[config.mk]
export PLATFORM = sky130hd
export DESIGN_NAME = rtc_smooth_cal
export DESIGN_NICKNAME = d
export VERILOG_FILES = /design/src/rtl/rtc_smooth_cal_pkg.sv /design/src/rtl/rtc_smooth_cal_cfg.sv /design/src/rtl/rtc_smooth_cal_cnt.sv /design/src/rtl/rtc_smooth_cal_pulse.sv /design/src/rtl/rtc_smooth_cal.sv
export SDC_FILE = /design/constraint.sdc
export NUM_CORES = 1
export LEC_CHECK = 0
export ABC_AREA = 1
export BUFFER_PORTS_ARGS = -buffer_cell sky130_fd_sc_hd__buf_4
export CAP_MARGIN = 5
export CORE_MARGIN = 2
export CORE_UTILIZATION = 59
export CTS_CLUSTER_SIZE = 20
export DETAILED_ROUTE_END_ITERATION = 8
export PLACE_DENSITY = 0.87
export SLEW_MARGIN = 25
export SYNTH_ARGS = -nofsm -noshare
export SYNTH_HDL_FRONTEND = slang
export SYNTH_SLANG_ARGS = --single-unit
[constraint.sdc]
create_clock -name clk_i -period 2.1 [get_ports clk_i]
set_input_delay 0.105 -clock clk_i [delete_from_list [all_inputs] [get_ports clk_i]]
set_output_delay 0.105 -clock clk_i [all_outputs]
set_load 0.01 [all_outputs]
[src/rtl/rtc_smooth_cal_pkg.sv]
package rtc_smooth_cal_pkg;
  typedef enum logic [1:0] {
    WIN_FULL = 2'b00,
    WIN_HALF = 2'b01,
    WIN_QTR  = 2'b10,
    WIN_QTR2 = 2'b11
  } win_sel_e;

  // log2 of window shrink factor
  function automatic logic [1:0] win_shift(input logic [1:0] sel);
    return sel[1] ? 2'd2 : {1'b0, sel[0]};
  endfunction
endpackage

[src/rtl/rtc_smooth_cal_cfg.sv]
module rtc_smooth_cal_cfg #(
  parameter int MINUS_W = 9
) (
  input  logic               clk_i,
  input  logic               rst_ni,
  input  logic               wr_i,
  input  logic [1:0]         win_i,
  input  logic               plus_i,
  input  logic [MINUS_W-1:0] minus_i,
  input  logic               wrap_i,
  output logic               apply_o,
  output logic               pend_o,
  output logic [1:0]         win_o,
  output logic               plus_o,
  output logic [MINUS_W-1:0] minus_o
);
  logic [1:0]         stg_win_q,  act_win_q;
  logic               stg_plus_q, act_plus_q;
  logic [MINUS_W-1:0] stg_min_q,  act_min_q;
  logic               pend_q;

  assign apply_o = wrap_i & pend_q;

  always_ff @(posedge clk_i or negedge rst_ni) begin
    if (!rst_ni) begin
      stg_win_q  <= '0;
      stg_plus_q <= 1'b0;
      stg_min_q  <= '0;
      act_win_q  <= '0;
      act_plus_q <= 1'b0;
      act_min_q  <= '0;
      pend_q     <= 1'b0;
    end else begin
      if (wr_i) begin
        stg_win_q  <= win_i;
        stg_plus_q <= plus_i;
        stg_min_q  <= minus_i;
      end
      // old staged value commits even if a new write lands on the boundary
      if (apply_o) begin
        act_win_q  <= stg_win_q;
        act_plus_q <= stg_plus_q;
        act_min_q  <= stg_min_q;
      end
      pend_q <= wr_i | (pend_q & ~wrap_i);
    end
  end

  assign pend_o  = pend_q;
  assign win_o   = act_win_q;
  assign plus_o  = act_plus_q;
  assign minus_o = act_min_q;

  p_pend_after_write_r7: assert property (@(posedge clk_i) disable iff (!rst_ni)
    wr_i |=> pend_o);
  p_active_hold_r7: assert property (@(posedge clk_i) disable iff (!rst_ni)
    !apply_o |=> $stable(act_min_q) && $stable(act_plus_q) && $stable(act_win_q));
  p_pend_clear_r8: assert property (@(posedge clk_i) disable iff (!rst_ni)
    pend_o && wrap_i && !wr_i |=> !pend_o);
endmodule

[src/rtl/rtc_smooth_cal_cnt.sv]
module rtc_smooth_cal_cnt #(
  parameter int CNT_W = 20
) (
  input  logic             clk_i,
  input  logic             rst_ni,
  input  logic [1:0]       shift_i,
  input  logic             restart_i,
  output logic [CNT_W-1:0] cnt_o,
  output logic             wrap_o
);
  logic [CNT_W-1:0] cnt_q;
  logic [CNT_W-1:0] win_mask;

  assign win_mask = {CNT_W{1'b1}} >> shift_i;
  assign wrap_o   = &(cnt_q | ~win_mask);

  always_ff @(posedge clk_i or negedge rst_ni) begin
    if (!rst_ni)        cnt_q <= '0;
    else if (restart_i) cnt_q <= '0;
    else                cnt_q <= cnt_q + 1'b1;
  end

  assign cnt_o = cnt_q;
endmodule

[src/rtl/rtc_smooth_cal_pulse.sv]
module rtc_smooth_cal_pulse #(
  parameter int CNT_W    = 20,
  parameter int MINUS_W  = 9,
  parameter int INS_LOG2 = 11
) (
  input  logic [CNT_W-1:0]   cnt_i,
  input  logic [1:0]         shift_i,
  input  logic               plus_i,
  input  logic [MINUS_W-1:0] minus_i,
  output logic [1:0]         step_o
);
  localparam int SLOT_LOG2 = CNT_W - MINUS_W;
  localparam logic [INS_LOG2-1:0] INS_MID = INS_LOG2'(1) << (INS_LOG2 - 1);

  logic [MINUS_W-1:0] slot, slot_m, rev, thr;
  logic slot_hit, mask, ins;

  assign slot   = cnt_i[CNT_W-1:SLOT_LOG2];
  assign slot_m = slot & ({MINUS_W{1'b1}} >> shift_i);

  for (genvar i = 0; i < MINUS_W; i++) begin : g_rev
    assign rev[i] = slot_m[MINUS_W-1-i];
  end

  // low minus bits dropped on shorter windows
  assign thr      = minus_i & ({MINUS_W{1'b1}} << shift_i);
  assign slot_hit = (cnt_i[SLOT_LOG2-1:0] == '0);
  assign mask     = slot_hit && (rev < thr);
  // mid-group offset keeps insertions off the slot-aligned mask cycles
  assign ins      = plus_i && (cnt_i[INS_LOG2-1:0] == INS_MID);

  always_comb begin
    if (mask)     step_o = 2'd0;
    else if (ins) step_o = 2'd2;
    else          step_o = 2'd1;
  end
endmodule

[src/rtl/rtc_smooth_cal.sv]
module rtc_smooth_cal
  import rtc_smooth_cal_pkg::*;
#(
  parameter int CNT_W    = 20,
  parameter int MINUS_W  = 9,
  parameter int INS_LOG2 = 11
) (
  input  logic               clk_i,
  input  logic               rst_ni,
  input  logic               cal_wr_i,
  input  logic [1:0]         cal_win_i,
  input  logic               cal_plus_i,
  input  logic [MINUS_W-1:0] cal_minus_i,
  output logic [1:0]         step_o,
  output logic               cal_pend_o
);
  logic [CNT_W-1:0]   cnt;
  logic               wrap, apply;
  logic [1:0]         act_win, shift;
  logic               act_plus;
  logic [MINUS_W-1:0] act_minus;

  assign shift = win_shift(act_win);

  rtc_smooth_cal_cfg #(.MINUS_W(MINUS_W)) u_cfg (
    .clk_i   (clk_i),
    .rst_ni  (rst_ni),
    .wr_i    (cal_wr_i),
    .win_i   (cal_win_i),
    .plus_i  (cal_plus_i),
    .minus_i (cal_minus_i),
    .wrap_i  (wrap),
    .apply_o (apply),
    .pend_o  (cal_pend_o),
    .win_o   (act_win),
    .plus_o  (act_plus),
    .minus_o (act_minus)
  );

  rtc_smooth_cal_cnt #(.CNT_W(CNT_W)) u_cnt (
    .clk_i     (clk_i),
    .rst_ni    (rst_ni),
    .shift_i   (shift),
    .restart_i (apply),
    .cnt_o     (cnt),
    .wrap_o    (wrap)
  );

  rtc_smooth_cal_pulse #(.CNT_W(CNT_W), .MINUS_W(MINUS_W), .INS_LOG2(INS_LOG2)) u_pulse (
    .cnt_i   (cnt),
    .shift_i (shift),
    .plus_i  (act_plus),
    .minus_i (act_minus),
    .step_o  (step_o)
  );

  p_step_code_r2: assert property (@(posedge clk_i) disable iff (!rst_ni)
    step_o != 2'd3);
  p_no_mask_idle_r2: assert property (@(posedge clk_i) disable iff (!rst_ni)
    act_minus == '0 |-> step_o != 2'd0);
  p_ins_isolated_r3: assert property (@(posedge clk_i) disable iff (!rst_ni)
    step_o == 2'd2 |=> step_o == 2'd1);
  p_restart_r8: assert property (@(posedge clk_i) disable iff (!rst_ni)
    $fell(cal_pend_o) |-> cnt == '0);
endmodule

; ---- Word level (Yosys, flattened, before mapping)
; Cells that the tools add are included.
[word_totals]
inputBits = 15
reg_bits = 45
word_cells = 30
out_inout_bits = 3
[op_classes]
n_reduce_logical = 4
add_sub_neg = 1
bitwise = 8
magnitude_cmp = 1
shift = 3
n_mux = 4
n_eq_ne = 1
[ops]
columns = op, n
row1 = $add A20 B1 Y20 const B, 1
row2 = $mux W20, 1
row3 = $not A20 Y20, 1
row4 = $or A20 B20 Y20, 1
row5 = $reduce_and A20 Y1, 1
row6 = $shr A20 B2 Y20 const A, 1
row7 = $and A9 B9 Y9, 2
row8 = $eq A11 B11 Y1 const B, 1
row9 = $logic_not A11 Y1, 1
row10 = $lt A9 B9 Y1, 1
row11 = $shl A9 B2 Y9 const A, 1
row12 = $shr A9 B2 Y9 const A, 1
row13 = $mux W2, 3
row14 = $and A1 B1 Y1, 2
row15 = $logic_and A1 B1 Y1, 2
row16 = $not A1 Y1, 1
row17 = $or A1 B1 Y1, 1

; ---- Depth between registers and ports, before layout
; Gate-level depths: netlist of the first run.
[logic_depth]
depth_word = 8
ltp_mapped = 9
ltp_nobuf = 9

; ---- Cells and area by module
; From an unflattened synthesis of the first run, not the netlist that was laid out.
[unflattened]
cells_unflattened = 320
area_unflattened_um2 = 2512.4
[modules_own_cells]
columns = mod, seq_area_each_um2, cells_per_inst, area_per_inst_um2, instances
row1 = rtc_smooth_cal_cnt, 500.5, 154, 1197.4, 1
row2 = rtc_smooth_cal_cfg, 625.6, 106, 985.9, 1
row3 = rtc_smooth_cal_pulse, 0.0, 58, 319.1, 1
row4 = rtc_smooth_cal, 0.0, 2, 10.0, 1

; ---- Worst setup path before layout of the first run
; OpenSTA, ideal clock, no wires.
[synth_path]
path_kind = register to register
startpoint = register u_cnt.cnt_q[1] (netlist: u_cnt.cnt_o[1])
endpoint = register u_cfg.act_win_q[1] (netlist: u_cfg.win_o[1])
t_required_ps = 1983
t_arrival_ps = 1364
setup_time_ps = 117
period_less_slack_ps = 1481
stages_incl_launch_ff = 10
path_buffers = 1
slack_ps = 619
path_cell_list = dfrtp_1 ha_1 nand2_2 nor2_4 nand2_4 nor2_4 nand3_4 buf_6 nand2_2 o21ai_2
[synth_via]
elab_chain_len = 3
[synth_rtl]
columns = item, line_no
row1 = "start, declared", rtc_smooth_cal_cnt.sv:11  ; logic [CNT_W-1:0] cnt_q;
row2 = "start signal, assigned", rtc_smooth_cal_cnt.sv:20  ; else cnt_q <= cnt_q + 1'b1;
row3 = $or A20 B20 Y20, rtc_smooth_cal_cnt.sv:15  ; assign wrap_o = &(cnt_q | ~win_mask);
row4 = $reduce_and A20 Y1, rtc_smooth_cal_cnt.sv:15
row5 = $and A1 B1 Y1, rtc_smooth_cal_cfg.sv:22  ; assign apply_o = wrap_i & pend_q;
row6 = "end signal, assigned", rtc_smooth_cal_cfg.sv:41  ; act_win_q <= stg_win_q;
row7 = "end, declared", rtc_smooth_cal_cfg.sv:17  ; logic [1:0] stg_win_q, act_win_q;
; No other way between the ends.
; A chain may end at the register's enable or synchronous reset.

; ---- Worst setup path after layout of the first run
[layout_path]
startpoint = register u_cnt.cnt_q[12] (netlist: u_cnt.cnt_o[12])
endpoint = output port step_o[0]
[layout_via]
elab_chain_len = 4
[layout_rtl]
columns = item, line_no
row1 = $and A9 B9 Y9, rtc_smooth_cal_pulse.sv:19  ; assign slot_m = slot & ({MINUS_W{1'b1}} >> shift_i);
row2 = $lt A9 B9 Y1, rtc_smooth_cal_pulse.sv:28  ; assign mask = slot_hit && (rev < thr);
row3 = $logic_and A1 B1 Y1, rtc_smooth_cal_pulse.sv:28
row4 = $mux W2, rtc_smooth_cal_pulse.sv:33  ; if (mask) step_o = 2'd0;
row5 = "end, declared", rtc_smooth_cal.sv:14  ; output logic [1:0] step_o,
; No other way between the ends.

==> results of run 1 <==
==> cell usage in the layout, fill, tap and decap left out <==
cell            n
nand2_4         1
nand3b_1        1
a21o_1          1
o21bai_1        1
nand2_1        62
nor2_4          3
buf_4          18
clkbuf_1        1
bufinv_16       1
xor2_1          8
a21oi_1         3
and2_1          1
nand2_2        11
nand3_1        13
inv_1          43
a21boi_0        1
nor2_1         32
clkbuf_8        6
xnor2_1         5
o21ai_0        14
dfrtp_1        45
nand4_1         1
nand3_4         1
ha_1           10
o21ai_2        12
dlygate4sd3_1   1
nor2_2          1
nor3_1          3
==> power by group through the flow <==
stage / clock network (mW) / registers (mW) / logic, mW
after global routing: 0.712 / 0.892 / 0.0858
final: 0.675 / 0.891 / 0.0717
after floorplan: 0 / 0.907 / 0.0297
after CTS: 0.684 / 0.890 / 0.0745
after global placement: 0 / 0.907 / 0.0703
after detailed placement: 0 / 0.908 / 0.0727
==> stage by stage <==
step / std cells / setup slack [ns] / util [%] / cell area (um2) / hold WS (ns)
6_report: 350 / 0.130 / 67.3 / 2650 / 0.00358
3_5_place_dp: 341 / 0.246 / 64.1 / 2530 / 0.137
4_1_cts: 350 / 0.114 / 67.3 / 2650 / 0.0000511
5_1_grt: 350 / 0.0394 / 67.3 / 2650 / 0.0145
2_1_floorplan: 279 / 0.619 / - / 2370 / -0.191
3_3_place_gp: 341 / 0.320 / 64.1 / 2530 / 0.132
==> cell usage after synthesis <==
cell type,instances,area [um2]
nand2_1,62,233
dfrtp_1,45,1130
inv_1,43,161
nor2_1,32,120
o21ai_0,14,70.1
nand3_1,13,65.1
o21ai_2,12,105
nand2_2,11,68.8
ha_1,10,125
xor2_1,8,70.1
xnor2_1,5,43.8
a21oi_1,3,15.0
buf_6,3,33.8
clkbuf_1,3,11.3
nor2_4,3,33.8
nor3_1,3,15.0
a21boi_0,1,7.51
a21o_1,1,7.51
and2_1,1,6.26
nand2_4,1,11.3
nand3_4,1,17.5
nand3b_1,1,7.51
nand4_1,1,6.26
nor2_2,1,6.26
o21bai_1,1,7.51
==> area by class of cell <==
cell class | instances | area (um2) | area share [%]
sequential | 45 | 1130 | 42.4
multi-input combinational | 185 | 1040 | 39.3
inverter | 43 | 161 | 6.08
timing repair buffer | 19 | 145 | 5.47
clock buffer | 7 | 86.3 | 3.25
tap | 50 | 62.6 | 2.36
clock inverter | 1 | 30.0 | 1.13
==> cells by family after synthesis <==
group / count (synthesis) / share of synthesized area [%]
simple gates: 130 / 24.9
buf+inv: 49 / 8.69
flops: 45 / 47.4
compound gates: 32 / 8.96
xor+xnor: 13 / 4.79
fa+ha+maj: 10 / 5.27
==> worst register-to-register path: stages, from the launching register on <==
cell and delay (ns):
dfrtp_1 0.40, ha_1 0.23, nand2_2 0.10, nor2_4 0.15, nand2_4 0.08, nor2_4 0.16
nand3_4 0.22, buf_4 0.31, nand2_1 0.10, o21ai_2 0.05
==> metal layers <==
layer  GRT usage [%]  vias up
li1                -      893
met1            26.5      810
met2            39.7       42
met3            5.00       12
met4            10.7        0
met5               0        -
==> worst paths after layout <==
kind	slack, ns	endpoint
max	0.13	step_o[0]
min	0.004	u_cfg.stg_win_q[1]$_DFFE_PN0P_
max reg2reg	0.19	u_cfg.minus_o[0]$_DFFE_PN0P_
min reg2reg	0.49	u_cfg.minus_o[1]$_DFFE_PN0P_
max in group asynchronous	1.39	u_cfg.minus_o[2]$_DFFE_PN0P_
min in group asynchronous	0.33	u_cnt.cnt_o[5]$_DFF_PN0_
==> state kept, by name, indices dropped and copies added, names as in the netlist <==
name and count:
u_cfg.minus_o 9, u_cfg.stg_plus_q 1, u_cfg.stg_win_q 2, u_cnt.cnt_o 20, u_cfg.stg_min_q 9, u_cfg.win_o 2
u_cfg.pend_o 1, u_cfg.plus_o 1
==> metrics.txt, run 1 <==
status=complete, no violations; MaxCap Viol Count=0; maximum VDD drop=468 uV; Worst-Skew Late Latency=0.30 ns; slowest cell on the critical path=dfrtp_1; Worst Path Required=2.00 ns; global route total overflow=0; layout cells sized above 1=18.0%; most used cell, CP=nor2_1; Die X=67.4 um; sequential-to-total area share from yosys stat=47.4%; via count=1,757; Die H=67.4 um; Detailed Routing Iterations Pass 1=4; setup bufs post-CTS=0; filler cell count=301; CORE AREA=0.00394 mm2; Routed WL=4290 um; met3 WL=170 um; Int Power=1.30 mW; antenna cell count=0; Mapped Cells=279; Max Freq=0.508 GHz; Detailed Place HPWL=3070 um; CTS Hold Buffers Added=1; Arrival @ worst endpoint=1.87 ns; Crit. End Element=primary output; wl on met1=1900 um; Clk pwr share=41.2%; initial core utilization=60.2%; Avg Inst Size Synth=8.51 um2; CP cell instances=ha_1, nand2_1, nor2_1, a21boi_0, nor2_1, nor2_1, buf_4; critical path depth=7; via density per instance=5.02; yosys synthesis warning count=0; post-route setup TNS=0 ns; Top Metal Used=met4; crit path launch=u_cnt.cnt_o[12]$_DFF_PN0_; Port Buffers=17; global-route wire length before repair=7560 um; DRT antenna net count=0; CP Class=reg2out; Comb power frac=4.4%; H-tree depth=2; CP bufs+invs=1; antenna violations before repair=0; CTS tree=yes; crit path time final=1.97 ns; CP Launch Type=register; Slew @ Worst Pin=0.548 ns; Hold Vio Cnt, Final=0; nets=324; Iter 0 DRT Violations=137; Worst Skew=0.00618 ns; Crit Path Max Fanout=5; Final setup viols=0; max-slew violation count=0; Area Overhead vs Synth=11.7%; total power=1.64 mW; largest net degree at the start of global routing=46; Worst Reg2Reg Path Length in Cells=9; final worst path period share=93.8%; PostCTS Resize Cnt=0; Worst R2R Start=u_cnt.cnt_o[1]$_DFF_PN0_; Slew headroom=63.4%; Num Clock Sinks=45; cell family with most CP delay=flip-flops; vias in the first global route=1,725; hold path cells=3; clk root buf=clkbuf_8; I/O Pins=18; worst hold path type=in2reg; Wirelength per Cell=12.3 um; Sw Pwr=0.336 mW; P_leak=1.35 nW; CP peak stage delay=0.48 ns; Post-Syn Area=0.00237 mm2; Routability Congestion=0.901; PwrDens=617 mW/mm2; Netlist cell types=25; Max Root-Sink Buffers=2; Total GRT Usage=22.7%; die area=0.00455 mm2; Clock Pin Slew Worst Setup and Hold Paths=0.08 ns; switching share of power=20.6%; drt drc=0; Synthesized Nets=304; unrepaired setup endpoints after global routing=false; Seq pwr share=54.4%; hold_sp=cal_win_i[1]; TritonCTS Buffers=5; Yosys reg bits=45; met2 WL=2110 um; Rows=23
Note: power is estimated with default switching activity, not from simulation.
==> run 2, diff against run 1 <==
- BUFFER_PORTS_ARGS: -buffer_cell sky130_fd_sc_hd__buf_4 -> unset
- CAP_MARGIN: 5 -> unset
- CORE_ASPECT_RATIO: unset -> 0.5
- CORE_UTILIZATION: 59 -> 60
- DONT_BUFFER_PORTS: unset -> 1
- PLACE_DENSITY: 0.87 -> 0.85
==> metrics.txt, run 2 (synthesized netlist as in run 1, its figures left out) <==
CP Launch Type=register; Largest register FFs=20 (unchanged); CP cell instances=ha_1, nand2_1, o21bai_1, a21boi_1, nor2_1, nor2_1; final worst path period share=94.4% (+0.54 points); slowest cell on the critical path=dfrtp_1; I/O Pins=18 (unchanged); Arrival @ worst endpoint=1.88 ns (about the same); Global Route met2 Usage=43.4% (+3.6 points); Area Overhead vs Synth=12.5%; Num Clock Sinks=45 (unchanged); H-tree depth=2 (unchanged); initial core utilization=61.8% (+1.5 points); CP Class=reg2out; TritonCTS Buffers=5 (unchanged); Detailed Place HPWL=3180 um (+3.4%); Worst Hold Slack=0.263 ns (+0.259 ns); die area=0.00451 mm2 (-0.91%); Clock Pin Slew Worst Setup and Hold Paths=0.10 ns (+0.02 ns); cell family with most CP delay=flip-flops; Routability Congestion=0.891 (-1.1%); CORE AREA=0.00384 mm2 (-2.5%); status=complete, no violations; layout cells sized above 1=13.1% (-4.9 points); met1 usage in global routing=31.8% (+5.3 points); PwrDens=578 mW/mm2 (-6.2%); vias in the first global route=1,937 (+12%); Rows=16 (-30%); most frequent cells in the layout=nand2_1, dfrtp_1, inv_1; setup bufs post-CTS=0 (unchanged); drt drc=0 (unchanged); antenna cell count=0 (unchanged); crit path time final=1.98 ns (+0.0114 ns); Comb power frac=5.4% (+1.0 points); Total GRT Usage=25.9% (+3.2 points); Detailed Routing Iterations Pass 1=5 (+1); CP peak stage delay=0.48 ns (about the same); met3 usage=7.01% (+2.0 points); switching share of power=25.0% (+4.5 points); DRT antenna net count=0 (unchanged); Sw Pwr=0.387 mW (+15%); post-route setup TNS=0 ns (unchanged); Slew @ Worst Pin=0.734 ns (+0.186 ns); Hold Vio Cnt, Final=0 (unchanged); maximum VDD drop=480 uV (+2.5%); clk root buf=clkbuf_8; Max Freq=0.505 GHz (-0.58%); Max Root-Sink Buffers=2 (unchanged); Worst-Skew Late Latency=0.32 ns (+0.02 ns); Crit Path Max Fanout=6 (+1); via density per instance=5.30 (+5.7%); Slew headroom=50.9% (-13 points); unrepaired setup endpoints after global routing=false; worst hold path type=in2async; MaxCap Viol Count=0 (unchanged); largest net degree at the start of global routing=46 (unchanged); most used cell, CP=nor2_1; Die X=93.0 um (+38%); Final setup viols=0 (unchanged); CTS tree=yes; nets=321 (-0.93%); max-slew violation count=0 (unchanged); commonest non-fill, non-tap cell in the layout=nand2_1; Worst Path Required=2.00 ns (about the same); Iter 0 DRT Violations=114 (-17%); via count=1,862 (+6.0%); antenna violations before repair=0 (unchanged); Die H=48.5 um (-28%); Wirelength per Cell=14.7 um (+20%); Port Buffers=0 (-17); global route total overflow=0 (unchanged); Crit. End Element=primary output; r2r setup slk=0.29 ns (+0.10 ns); Clk pwr share=36.7% (-4.5 points); P_leak=1.32 nW (-1.7%); Top Usage Layer GRT=met2; CP bufs+invs=0 (-1); Worst Skew=0.00984 ns (+0.00366 ns); Routed WL=5150 um (+20%); global-route wire length before repair=8820 um (+17%); Int Power=1.16 mW (-11%); Seq pwr share=57.8% (+3.4 points)
run 2: layout make-up:
class	instances	area [um2]
inverter	43	161
fill	266	1170
timing repair buffer	16	180
multi-input combinational	185	1040
clock inverter	3	25.0
tap	54	67.6
clock buffer	5	68.8
sequential	45	1130
run 2: repair_timing:
item	in CTS	in global routing
hold endpoints to repair	58	0
endpoints found under the setup margin	0	1
gates resized for setup	0	1
hold buffers	15	0
run 2: power by group through the flow:
stage | clock network (mW) | logic [mW] | registers [mW]
6_report | 0.567 | 0.0840 | 0.894
5_1_grt | 0.604 | 0.0953 | 0.895
4_1_cts | 0.565 | 0.0807 | 0.891
3_5_place_dp | 0 | 0.0320 | 0.909
3_3_place_gp | 0 | 0.0301 | 0.908
2_1_floorplan | 0 | 0.0297 | 0.907
run 2: through the flow:
stage          total power [mW]  util, %  area (um2)  std cells  worst slack (ns)
2_1_floorplan             0.937        -        2370        279             0.619
3_5_place_dp              0.941     62.9        2420        328             0.312
4_1_cts                    1.54     69.5        2670        351             0.221
3_3_place_gp              0.938     62.9        2420        328             0.420
5_1_grt                    1.59     69.5        2670        351            0.0453
6_report                   1.54     69.5        2670        351             0.118
run 2: worst reg2reg max path, cell delays in order, from the launching register on:
cell	delay, ns
dfrtp_1	0.39
ha_1	0.21
nand2_2	0.09
nor2_4	0.15
nand2_4	0.09
nor2_4	0.16
nand3_4	0.19
buf_12	0.24
inv_1	0.12
a21oi_1	0.07
run 2: worst paths after layout:
check / start / end / depth (start not counted)
hold reg to reg: u_cfg.minus_o[6]$_DFFE_PN0P_ / u_cfg.minus_o[6]$_DFFE_PN0P_ / 2
setup reg to reg: u_cnt.cnt_o[1]$_DFF_PN0_ / u_cnt.cnt_o[19]$_DFF_PN0_ / 9
hold / removal: rst_ni / u_cfg.stg_min_q[2]$_DFFE_PN0P_ / 2
setup / recovery: u_cnt.cnt_o[15]$_DFF_PN0_ / step_o[0] / 6
min in group clk_i: cal_minus_i[3] / u_cfg.stg_min_q[3]$_DFFE_PN0P_ / 3
max in group asynchronous: rst_ni / u_cnt.cnt_o[0]$_DFF_PN0_ / 2
run 2: layer usage:
layer  wire length, um  share of wire (%)
met5                 0                  0
met2              2590                 50
met4               162                3.1
met1              2160                 42
met3               232                4.5
